==> src/rtl/rcnt_pkg.sv <==
package rcnt_pkg;
  localparam int CODE_W = 4;
  typedef logic [CODE_W-1:0] dcode_t;
  localparam dcode_t ZERO_CODE = 4'd10;

  // Map a decimal digit 0..9 into the 1-to-10 code.
  function automatic dcode_t code_of(input logic [3:0] d);
    return (d == 4'd0) ? ZERO_CODE : d;
  endfunction

  // One downward step of a single coded digit (borrow handled by caller).
  function automatic dcode_t step_down(input dcode_t v);
    if (v == ZERO_CODE) return 4'd9;
    if (v == 4'd1)      return ZERO_CODE;
    return v - 4'd1;
  endfunction
endpackage

==> src/rtl/rcnt_loader.sv <==
module rcnt_loader
  import rcnt_pkg::*;
#(
  parameter int NDIG = 3,
  parameter int OPW  = 17
) (
  input  logic             clk,
  input  logic             rst_n,
  input  logic             ld_i,
  input  logic [OPW-1:0]   op_i,
  output logic             busy_o,
  output logic [NDIG-1:0]  we_o,
  output dcode_t           val_o
);
  localparam int PH_W = $clog2(NDIG + 1);
  localparam logic [PH_W-1:0] LAST_PH = PH_W'(NDIG);

  logic [OPW-1:0]  work_q;
  logic [PH_W-1:0] phase_q;
  logic            busy_q;
  logic [OPW-1:0]  quot;
  logic [OPW-1:0]  rem;
  logic            accept;

  assign accept = ld_i && !busy_q;
  assign quot   = work_q / OPW'(10);
  assign rem    = work_q - quot * OPW'(10);
  assign val_o  = code_of(rem[3:0]);
  assign busy_o = busy_q;

  always_comb begin
    we_o = '0;
    if (busy_q && phase_q != '0)
      we_o[phase_q - PH_W'(1)] = 1'b1;
  end

  always_ff @(posedge clk or negedge rst_n) begin
    if (!rst_n) begin
      work_q  <= '0;
      phase_q <= '0;
      busy_q  <= 1'b0;
    end else if (accept) begin
      work_q  <= op_i;
      phase_q <= '0;
      busy_q  <= 1'b1;
    end else if (busy_q) begin
      work_q <= quot;
      if (phase_q == LAST_PH) begin
        busy_q  <= 1'b0;
        phase_q <= '0;
      end else begin
        phase_q <= phase_q + PH_W'(1);
      end
    end
  end

  // sequence ends after its last phase
  p_load_len_r3: assert property (@(posedge clk) disable iff (!rst_n)
    (busy_q && phase_q == LAST_PH) |=> !busy_q);
  // an accepted strobe starts the sequencer
  p_load_start_r3: assert property (@(posedge clk) disable iff (!rst_n)
    accept |=> (busy_q && phase_q == '0));
  // a strobe during busy does not restart the phase count
  p_ignore_reload_r9: assert property (@(posedge clk) disable iff (!rst_n)
    (busy_q && ld_i && phase_q != LAST_PH) |=> (phase_q == $past(phase_q) + PH_W'(1)));
  // the value written is always a legal code
  p_write_code_r4: assert property (@(posedge clk) disable iff (!rst_n)
    (|we_o) |-> (val_o != 4'd0 && val_o <= ZERO_CODE));
endmodule

==> src/rtl/rcnt_digit.sv <==
module rcnt_digit
  import rcnt_pkg::*;
(
  input  logic   clk,
  input  logic   rst_n,
  input  logic   we_i,
  input  dcode_t wval_i,
  input  logic   dec_en_i,
  output dcode_t val_o,
  output dcode_t nxt_o,
  output logic   is_ten_o
);
  dcode_t val_q;

  assign val_o    = val_q;
  assign is_ten_o = (val_q == ZERO_CODE);
  assign nxt_o    = we_i ? wval_i : (dec_en_i ? step_down(val_q) : val_q);

  always_ff @(posedge clk or negedge rst_n) begin
    if (!rst_n) val_q <= ZERO_CODE;
    else        val_q <= nxt_o;
  end

  // code 0 never held, nothing above 10
  p_digit_code_r4: assert property (@(posedge clk) disable iff (!rst_n)
    (val_q != 4'd0) && (val_q <= ZERO_CODE));
  // a digit at 10 steps to 9
  p_ten_to_nine_r5: assert property (@(posedge clk) disable iff (!rst_n)
    (dec_en_i && !we_i && val_q == ZERO_CODE) |=> (val_q == 4'd9));
  // a digit at 1 steps to code 10
  p_one_to_ten_r5: assert property (@(posedge clk) disable iff (!rst_n)
    (dec_en_i && !we_i && val_q == 4'd1) |=> (val_q == ZERO_CODE));
  // the load write and a decrement never meet on the same digit
  p_no_clash_r8: assert property (@(posedge clk) disable iff (!rst_n)
    !(we_i && dec_en_i));
endmodule

==> src/rtl/rec_count.sv <==
module rec_count
  import rcnt_pkg::*;
#(
  parameter int NDIG = 3,
  parameter int OPW  = 17
) (
  input  logic                 clk,
  input  logic                 rst_n,
  input  logic                 ld_i,
  input  logic [OPW-1:0]       op_i,
  input  logic                 dec_i,
  output logic                 busy_o,
  output logic                 zero_o,
  output logic                 done_o,
  output logic [NDIG*4-1:0]    cnt_o
);
  logic [NDIG-1:0] we;
  dcode_t          wval;
  logic            busy;
  logic [NDIG-1:0] ten;
  logic [NDIG-1:0] nxt_ten;
  logic [NDIG:0]   brw;
  logic [NDIG-1:0] dec_en;
  logic            zero_now;
  logic            zero_next;
  logic            dec_go;
  logic            pend_q;
  logic            done_q;
  logic            ld_acc;

  rcnt_loader #(.NDIG(NDIG), .OPW(OPW)) u_loader (
    .clk    (clk),
    .rst_n  (rst_n),
    .ld_i   (ld_i),
    .op_i   (op_i),
    .busy_o (busy),
    .we_o   (we),
    .val_o  (wval)
  );

  assign brw[0] = 1'b1;

  for (genvar i = 0; i < NDIG; i++) begin : g_dig
    dcode_t v;
    dcode_t n;
    assign brw[i+1]   = brw[i] & ten[i];
    assign dec_en[i]  = dec_go & ~zero_now & brw[i];
    assign nxt_ten[i] = (n == ZERO_CODE);
    assign cnt_o[4*i +: 4] = v;
    rcnt_digit u_dig (
      .clk      (clk),
      .rst_n    (rst_n),
      .we_i     (we[i]),
      .wval_i   (wval),
      .dec_en_i (dec_en[i]),
      .val_o    (v),
      .nxt_o    (n),
      .is_ten_o (ten[i])
    );
  end

  assign zero_now  = &ten;
  assign zero_next = &nxt_ten;
  assign ld_acc    = ld_i & ~busy;
  assign dec_go    = ~busy & ~ld_acc & (dec_i | pend_q);

  always_ff @(posedge clk or negedge rst_n) begin
    if (!rst_n) begin
      pend_q <= 1'b0;
      done_q <= 1'b0;
    end else begin
      pend_q <= (pend_q | dec_i) & ~dec_go;
      done_q <= dec_go & (zero_now | zero_next);
    end
  end

  assign busy_o = busy;
  assign zero_o = zero_now;
  assign done_o = done_q;

  // done only ever accompanies a zero count
  p_done_zero_r6: assert property (@(posedge clk) disable iff (!rst_n)
    done_q |-> zero_now);
  // decrement at zero leaves digits alone and pulses done
  p_zero_stable_r7: assert property (@(posedge clk) disable iff (!rst_n)
    (dec_go && zero_now) |=> ($stable(cnt_o) && done_q));
  // a held decrement is taken as soon as the sequencer is idle
  p_hold_release_r8: assert property (@(posedge clk) disable iff (!rst_n)
    (pend_q && !busy && !ld_i) |=> !pend_q);
  // done never lasts two cycles without a new decrement
  p_done_pulse_r6: assert property (@(posedge clk) disable iff (!rst_n)
    (done_q && !dec_go) |=> !done_q);
endmodule

==> config.mk <==
export PLATFORM = sky130hd
export DESIGN_NAME = rec_count
export DESIGN_NICKNAME = d
export VERILOG_FILES = /design/src/rtl/rcnt_pkg.sv /design/src/rtl/rcnt_loader.sv /design/src/rtl/rcnt_digit.sv /design/src/rtl/rec_count.sv
export SDC_FILE = /design/constraint.sdc
export NUM_CORES = 1
export LEC_CHECK = 0
export ABC_AREA = 1
export BUFFER_PORTS_ARGS = -buffer_cell sky130_fd_sc_hd__buf_2
export CORE_UTILIZATION = 40
export CTS_CLUSTER_SIZE = 14
export DETAILED_ROUTE_END_ITERATION = 10
export PLACE_DENSITY_LB_ADDON = 0.25
export SLEW_MARGIN = 20
export SYNTH_ARGS = -nofsm -noshare
export SYNTH_HDL_FRONTEND = slang
export SYNTH_HIERARCHICAL = 1
export SYNTH_SLANG_ARGS = --single-unit
==> constraint.sdc <==
create_clock -name clk -period 6.14 [get_ports clk]
set_input_delay 1.535 -clock clk [delete_from_list [all_inputs] [get_ports clk]]
set_output_delay 1.535 -clock clk [all_outputs]
set_load 0.03 [all_outputs]
==> results of run 1 <==
==> worst max-delay path: cells and delay by family, from the launching register on <==
family          cells  cell delay (ps)
simple gates       53             4260
buf+inv            13              930
fa+ha+maj           3              650
flops               1              430
compound gates      3              430
xor+xnor            1              140
==> cell usage after synthesis <==
master,n
sky130_fd_sc_hd__o31ai_1,1
sky130_fd_sc_hd__xor2_1,5
sky130_fd_sc_hd__buf_4,3
sky130_fd_sc_hd__ha_1,16
sky130_fd_sc_hd__nand2_2,42
sky130_fd_sc_hd__nor2_2,8
sky130_fd_sc_hd__fa_1,1
sky130_fd_sc_hd__o211ai_1,10
sky130_fd_sc_hd__nand3_1,58
sky130_fd_sc_hd__inv_2,18
sky130_fd_sc_hd__nand2_4,10
sky130_fd_sc_hd__nand3b_1,3
sky130_fd_sc_hd__nand4_1,4
sky130_fd_sc_hd__clkinv_1,4
sky130_fd_sc_hd__nand3_2,12
sky130_fd_sc_hd__or2_2,1
sky130_fd_sc_hd__a21oi_1,5
sky130_fd_sc_hd__nor2_1,32
sky130_fd_sc_hd__o2111ai_1,2
sky130_fd_sc_hd__xnor2_1,3
sky130_fd_sc_hd__dfstp_2,6
sky130_fd_sc_hd__inv_1,64
sky130_fd_sc_hd__o21bai_1,1
sky130_fd_sc_hd__mux2i_1,1
sky130_fd_sc_hd__o221ai_1,4
sky130_fd_sc_hd__o21ai_0,6
sky130_fd_sc_hd__nand2_1,134
sky130_fd_sc_hd__a21oi_2,3
sky130_fd_sc_hd__o21ai_1,4
sky130_fd_sc_hd__clkbuf_1,5
sky130_fd_sc_hd__o21ai_2,5
sky130_fd_sc_hd__a22oi_1,1
sky130_fd_sc_hd__dfrtp_1,28
==> layer usage <==
layer	track usage, %	routed length [um]
met5	0	0
met4	4.36	112
met2	37.6	4340
met3	2.93	253
met1	23.9	3860
==> path summary, 6_finish.rpt <==
path,startpoint,endpoint,cells past startpoint
setup / recovery,u_loader/work_q[14]$_DFFE_PN0P_,done_o$_DFF_PN0_,73
hold / removal,pend_q$_DFF_PN0_,pend_q$_DFF_PN0_,2
setup reg to reg,u_loader/work_q[14]$_DFFE_PN0P_,done_o$_DFF_PN0_,73
hold reg to reg,pend_q$_DFF_PN0_,pend_q$_DFF_PN0_,2
max in group asynchronous,rst_n,u_loader/work_q[16]$_DFFE_PN0P_,1
min in group asynchronous,rst_n,g_dig[1].u_dig/val_o[2]$_DFF_PN0_,1
==> cell type report <==
class	count	area (um^2)	share of cell area, %
multi-input combinational	372	2530	52.9
timing repair buffer	122	832	17.4
inverter	86	333	6.96
clock buffer	6	82.6	1.73
sequential	34	860	18.0
clock inverter	2	16.3	0.340
tap	102	128	2.67
==> per-stage QoR <==
| step | setup slack, ps | area [um^2] |
|---|---|---|
| final | -813 | 4780 |
| after global routing | -1330 | 4780 |
| after CTS | -670 | 4440 |
| after detailed placement | -961 | 4010 |
| after global placement | -765 | 4010 |
| after floorplan | -140 | 3360 |
==> cell families (layout without fill, tap and decap cells) <==
group,count (synthesis),count (layout),share of synthesized area [%]
simple gates,304,304,45.4
buf+inv,94,216,10.9
flops,34,34,25.8
mux,1,1,0.301
xor+xnor,8,8,2.10
fa+ha+maj,17,17,6.61
compound gates,42,42,8.87
==> what timing repair did <==
action / CTS / global route
gates resized for setup: 43 / 58
pin swaps: 55 / 46
buffers inserted: 26 / 12
cloned: 0 / 0
hold endpoints to repair: 0 / 0
endpoints found under the setup margin: 10 / 11
==> flip-flops by register name, summed over array words and instances, names as in the netlist <==
| signal | flops |
|---|---|
| pend_q | 1 |
| done_o | 1 |
| u_loader/busy_o | 1 |
| u_loader/phase_q | 2 |
| g_dig.u_dig/val_o | 12 |
| u_loader/work_q | 17 |
==> reports/metrics.sh, run 1 <==
MIN-DELAY-PATH-CLASS='reg -> reg'
HOLD_VIOL=0
IOS=36
GRT_FIRST_PASS_WIRELENGTH_UM=14400
RELSLEWSLACK_PCT=48.8
FMAXACHIEVABLE_MHz=144
CTS-ROOT-TO-SINK-BUFFERS=2
CHIPHEIGHT_UM=93.3
SETUP-VIOLATIONS-FINAL=10
DRT-VIAS-PER-INSTANCE=4.94
TIMING.CRITICAL_PATH.REQUIRED_PS=6360
HOLD-WORST-SLACK_PS=545
DPL.CELL_COUNT=681
CTS.CLK_SLEW.WORST_PATHS_PS=80
FAILING_CHECKS='setup timing'
WORST_SETUP_START_KIND='flip-flop'
GRTUSAGETOTAL_PCT=20.0
SYNTH.YOSYS.SEQ_AREA_SHARE_PCT=25.8
DIEAREA_MM2=0.00870
TIMING.SETUP.TNS_PS=-5120
UTILIZATION_PCT=60.6
NETLIST-CELL-TYPE-COUNT=33
AREA.GROWTH.SYNTH_TO_FINAL_PCT=43.5
LARGEST_NET_DEGREE_AT_THE_START_OF_GLOBAL_ROUTING=35
MOST-COMMON-LAYOUT-CELLS='sky130_fd_sc_hd__nand2_1, sky130_fd_sc_hd__buf_4, sky130_fd_sc_hd__inv_1, sky130_fd_sc_hd__nand2_2, sky130_fd_sc_hd__nand3_1'
FIRSTDRTPASSITERS=4
DRIVE_GT1_SHARE_PCT=49.4
ROUTED-VIA-COUNT=3573
FINAL.FILL_COUNT=682
POST_LAYOUT_NONFILLER_INSTANCES=724
TRITONCTS.NUM_BUFFERS=5
FINAL.MIN_CLOCK_PERIOD_PS=6950
VIAS_IN_THE_FIRST_GLOBAL_ROUTE=3393
SYNTH_TOP_CELLS_BY_AREA='sky130_fd_sc_hd__dfrtp_1, sky130_fd_sc_hd__nand2_1, sky130_fd_sc_hd__nand3_1'
HPWL_UM=5870
CLKLATENCYLATEPIN_PS=300
ROWS=32
EFFECTIVE_UTILIZATION_AT_FLOORPLAN_PCT=42.2
TRITONCTS_CLOCK_TREE='done'
WORST-R2R-SETUP-SLACK_PS=-810
WORST-SETUP-PATH-TYPE='reg -> reg'
CRITPATHCAPTURETYPE='flip-flop'
FINALCLOCKSKEW_PS=12.3
GRT_REMAINING_OVERFLOW=0
WORST-SLEW-PIN-TRANSITION_PS=768
DETAIL_ROUTE.ITER0.VIOLATIONS=132
PATH_MAX_FANOUT=5
POST-SYNTH-TOP-AREA-CELL='sky130_fd_sc_hd__dfrtp_1'
SYNTH_TOP_AREA_SHARE_PCT=21.0
WORST_PATH_LARGEST_CELL_DELAY_PS=430
FINAL_MAX_SLEW_VIOL_COUNT=0
ROOT_BUFFER='sky130_fd_sc_hd__clkbuf_8'
SYN-CELL-AREA_MM2=0.00333
DRCVIOLATIONCOUNT=0
SYN_AREA_PER_CELL_UM2=6.66
YS.WARNINGS.COUNT=6
DRV_CAP=0
PLACEABLECOREAREA_MM2=0.00789
STATUS='finished with violations'
ANTENNA_CELLS_INSERTED=0
CTSHTREEMAXLEVEL=2
CRITPATHARRIVALTIME_PS=7170
TCRIT_TCLK_FINAL_PCT=113
DIEWIDTH_UM=93.3
YS_SEQ_ELEMENTS=34
RESIDUAL_ANTENNA_VIOLATING_NET_COUNT_AFTER_DETAILED_ROUTING=0
CPMOSTUSEDCELL='sky130_fd_sc_hd__nand2_2'
ROUTED_WL_UM=8570
FINAL_COMMON_CELL='sky130_fd_sc_hd__nand2_1'
BUFFER_PORTS.INSERTED=35
FINALWEIGHTEDCONGESTION=0.863
SETUP_REPAIR_AFTER_GLOBAL_ROUTING_MISSED_ITS_MARGIN='yes'
POSTLAYOUTSETUPSLACKWORST_PS=-813
GRT_ANTENNA_BEFORE_REPAIR=0
CRITPATHSLOWESTCELL='sky130_fd_sc_hd__dfrtp_1'
FIN_NETS=659
TOTAL_CLOCK_SINKS=34
SYNTH.NET_COUNT=538
POSTCTSHOLDBUFS=0
ROUTEDWLPERCELL_UM=11.8
POSTSYNTHCELLCOUNT=500
Power of run 1 is not shown: default switching activity piles up to over one toggle a cycle in this logic, so the estimate is an artifact.
==> run 2, diff against run 1 <==
--- a/config.mk
+++ b/config.mk
@@ -5,7 +5,7 @@
 export SDC_FILE = /design/constraint.sdc
 export NUM_CORES = 1
 export LEC_CHECK = 0
-export ABC_AREA = 1
+export ABC_AREA = 0
 export BUFFER_PORTS_ARGS = -buffer_cell sky130_fd_sc_hd__buf_2
 export CORE_UTILIZATION = 40
 export CTS_CLUSTER_SIZE = 14
==> constraint.sdc (replaced) <==
create_clock -name clk -period 6.14 [get_ports clk]
set_input_delay 1.535 -clock clk [delete_from_list [all_inputs] [get_ports clk]]
set_output_delay 1.535 -clock clk [all_outputs]
set_load 0.005 [all_outputs]
==> reports/metrics.sh, run 2 <==
USE_MET1_PCT=30.9
SETUP-VIOLATIONS-FINAL=7
GR-USAGE-MET3_PCT=2.63
CTSHTREEMAXLEVEL=2
POSTCTSHOLDBUFS=0
FMAXACHIEVABLE_MHz=149
FINAL_MAX_SLEW_VIOL_COUNT=0
TRITONCTS_CLOCK_TREE='done'
HPWL_UM=8760
GRT_REMAINING_OVERFLOW=0
CPMOSTUSEDCELL='sky130_fd_sc_hd__buf_4'
TCRIT_TCLK_FINAL_PCT=109
YS_SEQ_ELEMENTS=34
RESIDUAL_ANTENNA_VIOLATING_NET_COUNT_AFTER_DETAILED_ROUTING=0
SETUP_REPAIR_AFTER_GLOBAL_ROUTING_MISSED_ITS_MARGIN='yes'
FINALWEIGHTEDCONGESTION=0.907
GRT_BUSIEST_LAYER='met2'
MIN-DELAY-PATH-CLASS='reg -> reg'
SYNTH_FLOP_CELL='sky130_fd_sc_hd__dfrtp_1'
DRV_CAP=0
FINALCLOCKSKEW_PS=8.63
CLKLATENCYLATEPIN_PS=290
CRITPATHCAPTURETYPE='flip-flop'
FIN_AREA_MM2=0.00575
REGISTERS.TOP_BY_FF_COUNT='u_loader/work_q'
TIMING.CRITICAL_PATH.BUF_INV=7
FINAL_COMMON_CELL='sky130_fd_sc_hd__buf_4'
DPL.CELL_COUNT=740
TIMING.CRITICAL_PATH.REQUIRED_PS=6360
DETAIL_ROUTE.ITER0.VIOLATIONS=229
YOSYS-TOP-CELLS-COUNT='sky130_fd_sc_hd__a21oi_1, sky130_fd_sc_hd__nor2_1, sky130_fd_sc_hd__nand2_1'
SYN_AREA_PER_CELL_UM2=7.99
ROWS=36
SYNTH_MOST_COMMON_CELL='sky130_fd_sc_hd__a21oi_1'
CTS-ROOT-TO-SINK-BUFFERS=2
ANTENNA_CELLS_INSERTED=0
CHIPHEIGHT_UM=104
HOLD_VIOL=0
TOTAL_CLOCK_SINKS=34
IOS=36
SHARE_OF_ASYNC_SETTABLE_OR_ASYNC_RESETTABLE_FLOPS_AFTER_SYNTHESIS_PCT=100
ROUTEDWLPERCELL_UM=16.7
SYNTH-EDFF-COUNT=0
POST_LAYOUT_NONFILLER_INSTANCES=781
GRTUSAGETOTAL_PCT=23.5
ROUTED_WL_UM=13100
DRT-VIAS-PER-INSTANCE=5.97
CRITPATHARRIVALTIME_PS=6930
DRIVE_GT1_SHARE_PCT=39.7
WORST-SLEW-PIN-TRANSITION_PS=761
ROOT_BUFFER='sky130_fd_sc_hd__clkbuf_8'
POSTSYNTHCELLCOUNT=523
FIN_NETS=685
FAILING_CHECKS='setup timing'
AREA.GROWTH.SYNTH_TO_FINAL_PCT=37.7
LARGEST_NET_DEGREE_AT_THE_START_OF_GLOBAL_ROUTING=35
STATUS='finished with violations'
GRT_FIRST_PASS_WIRELENGTH_UM=21200
NETLIST-CELL-TYPE-COUNT=96
HOLD-WORST-SLACK_PS=548
SYNTH.YOSYS.SEQ_AREA_SHARE_PCT=20.6
RELSLEWSLACK_PCT=49.3
FLIP_FLOP_COUNT_OF_THE_LARGEST_REGISTER_ALL_COPIES_AND_WORDS_ADDED=17
FIRSTDRTPASSITERS=5
WORST_SETUP_START_KIND='flip-flop'
VIAS_IN_THE_FIRST_GLOBAL_ROUTE=4428
GROUTE.LAYER.MET2.USAGE_PCT=40.1
MOST-COMMON-LAYOUT-CELLS='sky130_fd_sc_hd__buf_4, sky130_fd_sc_hd__a21oi_1, sky130_fd_sc_hd__nand2_1, sky130_fd_sc_hd__nor2_1, sky130_fd_sc_hd__buf_2'
BUFFER_PORTS.INSERTED=35
DIEAREA_MM2=0.0109
PLACEABLECOREAREA_MM2=0.00995
WORST_PATH_LARGEST_CELL_DELAY_PS=460
CTS.CLK_SLEW.WORST_PATHS_PS=70
POSTLAYOUTSETUPSLACKWORST_PS=-563
WORST-SETUP-PATH-TYPE='reg -> reg'
SYNTH.NET_COUNT=561
TRITONCTS.NUM_BUFFERS=5
PATH_MAX_FANOUT=7
DIEWIDTH_UM=104
SYN-CELL-AREA_MM2=0.00418
SYNTH_TOP_AREA_SHARE_PCT=16.8
LAYOUT_TOP_REGISTERS='u_loader/work_q (17), g_dig.u_dig/val_o (12), u_loader/phase_q (2)'
CRITPATHSLOWESTCELL='sky130_fd_sc_hd__dfrtp_2'
DPL_CELL_AREA_MM2=0.00500
SYNTH_TOP_CELLS_BY_AREA='sky130_fd_sc_hd__dfrtp_1, sky130_fd_sc_hd__a21oi_1, sky130_fd_sc_hd__ha_1'
GRT_ANTENNA_BEFORE_REPAIR=0
ROUTED-VIA-COUNT=4660
FINAL.MIN_CLOCK_PERIOD_PS=6700
EFFECTIVE_UTILIZATION_AT_FLOORPLAN_PCT=42.0
DRCVIOLATIONCOUNT=0
POST-SYNTH-TOP-AREA-CELL='sky130_fd_sc_hd__dfrtp_1'
CRITPATHTOPFAMILY='compound AO/OA/AOI/OAI gates'
YS.WARNINGS.COUNT=6
[run 2: what timing repair did]
action,4_1_cts,5_1_grt
endpoints found under the hold margin,0,0
pin swaps,30,16
endpoints found under the setup margin,9,10
cloned,1,0
buffers inserted,21,14
gates resized for setup,63,13
[run 2: per-layer routing]
layer	routed length [um]	vias up
met2	6410	176
met5	0	-
met1	5780	2259
li1	-	2203
met3	656	22
met4	213	0
[run 2: area by class of cell]
class | count | area (um^2)
clock buffer | 6 | 72.6
clock inverter | 2 | 10.0
fill | 861 | 4200
inverter | 29 | 109
multi-input combinational | 422 | 3410
sequential | 34 | 863
tap | 133 | 166
timing repair buffer | 155 | 1120
[run 2: through the flow]
stage / utilization [%] / setup TNS (ps) / setup slack (ps)
after floorplan: - / -478 / -370
after global placement: 50.2 / -3210 / -721
after detailed placement: 50.2 / -3010 / -739
after CTS: 55.8 / -1110 / -512
after global routing: 57.8 / -4520 / -882
final: 57.8 / -1900 / -563
[run 2: path summary, 6_finish.rpt]
kind / slack, ps / endpoint / cells past startpoint / start
max in group asynchronous: 4300 / u_loader/work_q[13]$_DFFE_PN0P_ / 1 / rst_n
worst max register to register: -560 / done_o$_DFF_PN0_ / 35 / u_loader/work_q[14]$_DFFE_PN0P_
min in group asynchronous: 1310 / g_dig[1].u_dig/val_o[0]$_DFF_PN0_ / 1 / rst_n
worst min-delay path: 550 / pend_q$_DFF_PN0_ / 2 / pend_q$_DFF_PN0_
worst min register to register: 550 / pend_q$_DFF_PN0_ / 2 / pend_q$_DFF_PN0_
worst max-delay path: -560 / done_o$_DFF_PN0_ / 35 / u_loader/work_q[14]$_DFFE_PN0P_
[run 2: logic make-up (layout without fill, tap and decap cells)]
group	Yosys count	in the layout	synth area share, %
flops	34	34	20.6
mux	15	15	3.62
buf+inv	68	192	8.00
fa+ha+maj	20	20	6.02
compound gates	183	183	32.5
xor+xnor	21	21	4.58
simple gates	182	183	24.7
[run 2: worst register-to-register path: cells and delay by family, from the launching register on]
family	cells	cell delay [ps]
compound gates	13	2690
xor+xnor	2	320
fa+ha+maj	3	820
buf+inv	7	940
flops	1	460
simple gates	10	1390
Power of run 2 is left out for the same reason.
